## config.mk

```make
export PLATFORM = sky130hd
export DESIGN_NAME = adc_readback_bank
export DESIGN_NICKNAME = d
export VERILOG_FILES = /design/src/rtl/adc_rb_pkg.sv /design/src/rtl/adc_rb_decode.sv /design/src/rtl/adc_rb_results.sv /design/src/rtl/adc_rb_hold.sv /design/src/rtl/adc_readback_bank.sv
export SDC_FILE = /design/constraint.sdc
export NUM_CORES = 1
export LEC_CHECK = 0
export ABC_AREA = 1
export CORE_ASPECT_RATIO = 1.5
export CORE_MARGIN = 5
export CORE_UTILIZATION = 27
export DETAILED_ROUTE_END_ITERATION = 12
export GPL_ROUTABILITY_DRIVEN = 0
export GPL_TIMING_DRIVEN = 0
export PLACE_DENSITY = 0.5
export SYNTH_ARGS = -nofsm -noshare
export SYNTH_HDL_FRONTEND = slang
export SYNTH_SLANG_ARGS = --single-unit
```

## constraint.sdc

```tcl
create_clock -name clk -period 1.94 [get_ports clk]
set_input_delay 0.388 -clock clk [delete_from_list [all_inputs] [get_ports clk]]
set_output_delay 0.388 -clock clk [all_outputs]
set_load 0.005 [all_outputs]
```

## src/rtl/adc_rb_pkg.sv

```systemverilog
package adc_rb_pkg;
   typedef enum logic [1:0] {
      ACC_NONE = 2'd0,
      ACC_LO   = 2'd1,
      ACC_HI   = 2'd2,
      ACC_MISS = 2'd3
   } acc_kind_e;
endpackage

```

## src/rtl/adc_rb_decode.sv

```systemverilog
module adc_rb_decode
   import adc_rb_pkg::*;
#(
   parameter int NCH    = 6,
   parameter int ADDR_W = 8,
   parameter int CH_W   = 3,
   parameter logic [ADDR_W-1:0] BASE = 8'h08
) (
   input  logic              rd_en,
   input  logic [ADDR_W-1:0] rd_addr,
   output acc_kind_e         kind,
   output logic [CH_W-1:0]   chan
);
   localparam logic [ADDR_W-1:0] SPAN = ADDR_W'(2 * NCH);

   logic [ADDR_W-1:0] offset;
   logic [ADDR_W-1:0] half;

   assign offset = rd_addr - BASE;
   assign half   = offset >> 1;
   assign chan   = half[CH_W-1:0];

   always_comb begin
      if (!rd_en)
         kind = ACC_NONE;
      else if (rd_addr >= BASE && offset < SPAN)
         kind = offset[0] ? ACC_HI : ACC_LO;
      else
         kind = ACC_MISS;
   end
endmodule

```

## src/rtl/adc_rb_results.sv

```systemverilog
module adc_rb_results #(
   parameter int NCH   = 6,
   parameter int RES_W = 10,
   parameter int CH_W  = 3
) (
   input  logic                       clk,
   input  logic                       rst_n,
   input  logic                       upd_valid,
   input  logic [CH_W-1:0]            upd_chan,
   input  logic [RES_W-1:0]           upd_data,
   output logic [NCH-1:0][RES_W-1:0]  res
);
   for (genvar g = 0; g < NCH; g++) begin : g_ch
      always_ff @(posedge clk or negedge rst_n) begin
         if (!rst_n)
            res[g] <= '0;
         else if (upd_valid && upd_chan == CH_W'(g))
            res[g] <= upd_data;
      end
   end
endmodule

```

## src/rtl/adc_rb_hold.sv

```systemverilog
module adc_rb_hold #(
   parameter int LO_W = 2
) (
   input  logic            clk,
   input  logic            rst_n,
   input  logic            load,
   input  logic [LO_W-1:0] din,
   output logic [LO_W-1:0] q
);
   always_ff @(posedge clk or negedge rst_n) begin
      if (!rst_n)
         q <= '0;
      else if (load)
         q <= din;
   end
endmodule

```

## src/rtl/adc_readback_bank.sv

```systemverilog
module adc_readback_bank
   import adc_rb_pkg::*;
#(
   parameter int NCH    = 6,
   parameter int RES_W  = 10,
   parameter int LO_W   = 2,
   parameter int DATA_W = 8,
   parameter int ADDR_W = 8,
   parameter logic [ADDR_W-1:0] BASE = 8'h08,
   localparam int CH_W  = (NCH > 1) ? $clog2(NCH) : 1
) (
   input  logic              clk,
   input  logic              rst_n,
   input  logic              upd_valid,
   input  logic [CH_W-1:0]   upd_chan,
   input  logic [RES_W-1:0]  upd_data,
   input  logic              rd_en,
   input  logic [ADDR_W-1:0] rd_addr,
   output logic [DATA_W-1:0] rd_data
);
   if (RES_W != DATA_W + LO_W) begin : g_bad_split
      $error("RES_W must equal DATA_W + LO_W");
   end
   if (LO_W < 1 || LO_W >= DATA_W) begin : g_bad_lo
      $error("LO_W must be in 1..DATA_W-1");
   end
   if (CH_W > ADDR_W) begin : g_bad_addr
      $error("address too narrow for channel count");
   end

   acc_kind_e                acc;
   logic [CH_W-1:0]          rd_chan;
   logic [NCH-1:0][RES_W-1:0] res;
   logic [RES_W-1:0]         sel;
   logic [LO_W-1:0]          hold_q;

   adc_rb_decode #(
      .NCH(NCH), .ADDR_W(ADDR_W), .CH_W(CH_W), .BASE(BASE)
   ) u_dec (
      .rd_en(rd_en), .rd_addr(rd_addr), .kind(acc), .chan(rd_chan)
   );

   adc_rb_results #(
      .NCH(NCH), .RES_W(RES_W), .CH_W(CH_W)
   ) u_res (
      .clk(clk), .rst_n(rst_n), .upd_valid(upd_valid),
      .upd_chan(upd_chan), .upd_data(upd_data), .res(res)
   );

   always_comb begin
      sel = '0;
      for (int i = 0; i < NCH; i++)
         if (rd_chan == CH_W'(i)) sel = res[i];
   end

   adc_rb_hold #(
      .LO_W(LO_W)
   ) u_hold (
      .clk(clk), .rst_n(rst_n), .load(acc == ACC_HI),
      .din(sel[LO_W-1:0]), .q(hold_q)
   );

   always_ff @(posedge clk or negedge rst_n) begin
      if (!rst_n)
         rd_data <= '0;
      else begin
         case (acc)
            ACC_HI:   rd_data <= sel[RES_W-1:LO_W];
            ACC_LO:   rd_data <= {{(DATA_W-LO_W){1'b0}}, hold_q};
            ACC_MISS: rd_data <= '0;
            default:  rd_data <= rd_data;
         endcase
      end
   end
endmodule

```

==> results.toml <==
[worst_setup_path]
startpoint_type = "primary input"
path_class = "primary input to flip-flop"
startpoint = "rd_addr[4]"
cpPeakStageDelay_ps = 480
path_buf_inv = 3
critPathMostFrequentCell = "nand2_1"
worst_path_max_delay_cell = "clkdlybuf4s50_1"
cpLargestDelayFamily = "simple AND/OR/NAND/NOR gates"
cp-end-kind = "flip-flop"
worstPathCellList = "clkdlybuf4s50_1 > inv_1 > ha_1 > inv_1 > nor2_1 > nand2_1 > nor2_2 > nand3_2 > nor2_2 > nand2_2 > nor2_1 > nand2_1 > nand2_1"
cp.required_ps = 2220
rrSetupSlack_ps = 860
arrival_ps = 2020
cp_max_fo = 8
r2r-end = "u_hold.q[1]$_DFFE_PN0N_"
r2r_start = "u_res.res[1]$_DFFE_PN0P_"
rr_worst_depth = 6

[grt]
first_global_vias = 2678
grt_pass1_wl_mm = 13.2
grt_overflow = 0
grt.total_usage = 0.120
antenna_found_initial = 0
grt_max_degree = 71

[power]
peakVddDrop_uv = 392
p_total_mw = 3.81
p_leak_nw = 1.92
p_per_area_mw_per_mm2 = 950

[logic_synthesis]
synth_most_common_cell = "nand2_1"
synth-simple-area-share = 0.251
synth_compound_area_frac = 0.136
synth_mux_area_frac = 0
yosys.area_share.xor_xnor = 0
synth_edf_count = 0
synth_top_area_share = 0.546
synth_adder_area_share = 0.00390
synth-seq-cells = 70
avgSynthCellArea_um2 = 8.09
syn_area_mm2 = 0.00321
synth_ff_type = "dfrtp_1"
postSynthCellCount = 397
synthArstFlopShare = 1.00
syn_nets = 423
yosys-top-cells-count = "nand2_1 (123), dfrtp_1 (70), o21ai_0 (69), nor2_1 (32), inv_1 (29)"
synth_cell_type_count = 24
synth_top_area_cell = "dfrtp_1"
ys_seq_area_frac = 0.546
ys_warn_count = 0
synth_top_family_by_area = "simple AND/OR/NAND/NOR gates"
synth.area.top_cells = "dfrtp_1 (55%), nand2_1 (14%), o21ai_0 (11%)"

[timing]
fin_setup_tns_ps = 0
slew-limit-headroom = 0.673
fin_crit_ps = 1740
hold_viol = 0
setup_viol = 0
slew_violations = 0
max_freq_mhz = 573
tightest_slew_ps = 491
finalClockSkew_ps = 4.54
rsz0062_at_grt = "false"
worst_slack_ps = 195
fin_crit_sh = 0.899

[drt]
num_vias = 2625
first_iter_violations = 75
drt-total-wl_mm = 7.87
routed_via_density = 4.40
dr.pass1.iters = 4
ant_nets = 0
routedWlPerCell_um = 13.2
drc = 0

[clock_network]
clk_latency_ps = 330
cts_buffers = 9
cts_tree = "built"
hold_buffers = 0
clock-sinks = 70
h-tree-depth = 3
post_cts_buffers = 0
clock-root-buffer = "clkbuf_16"
clockBufferDepth = 2
cts.clk_slew.worst_paths_ps = 60

[finish]
area_growth_pct = 25.0
n_antenna_cell = 0
final_layout_size_suffix_gt1_frac = 0.0852
stdcell_area_mm2 = 0.00401
post-route-util = 0.346
nNetsFinal = 467

[placement]
placed_area_mm2 = 0.00374
place_hpwl_mm = 6.10
numPortBuffers = 32
dp_slack_ps = -322

[floorplanning]
die_y_um = 144
start_util = 0.277
rows = 48
die_x_um = 99.0
core-area_mm2 = 0.0116
pin_count = 33
die-area_mm2 = 0.0142

[run_status]
status = "finished, final reports clean"

[min_path]
min_path_type = "primary input to async pin"

[flow_run]
maxCapViolations = 0
==> worst register-to-register path: stages, from the launching register on <==
cell,delay (ps)
dfrtp_1,380
o21ai_0,140
o21ai_1,80
o21ai_0,130
nand4_1,130
nand2_1,80
nand2_1,40
==> kinds of logic after synthesis <==
logic type      Yosys count
simple gates            190
compound gates           85
flops                    70
buf+inv                  51
fa+ha+maj                 1
==> state kept, by name (all words and copies together), names as in the netlist <==
name and count:
rd_data 8, u_hold.q 2, u_res.res 60
==> stage by stage <==
stage          hold slack [ps]  instances
4_1_cts                   61.8        596
2_1_floorplan             92.4        397
3_3_place_gp               461        579
3_5_place_dp               426        580
6_report                  39.7        596
5_1_grt                   66.7        596
==> worst max-delay path by stage <==
stage	endpoint	slack (ps)	cells past startpoint
floorplan	rd_data[7]$_DFFE_PN0P_	500	12
global placement	u_res.res[51]$_DFFE_PN0P_	-1990	1
detailed placement	rd_data[7]$_DFFE_PN0P_	-320	13
CTS	rd_data[2]$_DFFE_PN0P_	30	13
global route	rd_data[4]$_DFFE_PN0P_	20	13
finish	rd_data[7]$_DFFE_PN0P_	200	13
==> metal layers <==
layer / vias to the layer above / GRT usage / part of all wire
met1: 1208 / 0.129 / 0.41
met2: 39 / 0.217 / 0.53
met5: - / 0 / 0
met4: 0 / 0.0590 / 0.025
met3: 12 / 0.0282 / 0.034
li1: 1366 / - / -
==> cell type report <==
cell class | instances | area, µm²
clock buffer | 11 | 243
buffer | 15 | 68.8
sequential | 70 | 1750
fill | 1211 | 7580
clock inverter | 5 | 25.0
inverter | 36 | 136
tap | 150 | 188
multi-input combinational | 276 | 1250
timing repair buffer | 33 | 348
==> report_power, final <==
part / switching (mW) / internal, mW / leakage (nW)
registers: 0.128 / 1.71 / 0.890
logic: 0.284 / 0.217 / 0.896
clock network: 0.588 / 0.887 / 0.139
total: 1.00 / 2.81 / 1.92
==> repair_timing <==
| action | CTS | global route |
|---|---|---|
| resized for setup | 0 | 1 |
| endpoints found under the setup margin | 0 | 9 |
| hold endpoints to repair | 0 | 0 |
==> cell usage in the layout, fill, tap and decap left out, drive strengths merged <==
cell,Yosys,routed
nand2,126,126
or2,2,2
a21oi,6,6
o22ai,2,2
o21ai,77,77
nor2,36,36
clkinv,2,7
dfrtp,70,70
clkdlybuf4s50,0,30
clkbuf,12,23
buf,3,5
nand3,16,16
dlymetal6s2s,0,1
nand4,10,10
inv,34,34
ha,1,1
Note: power is estimated with default switching activity, not from simulation.
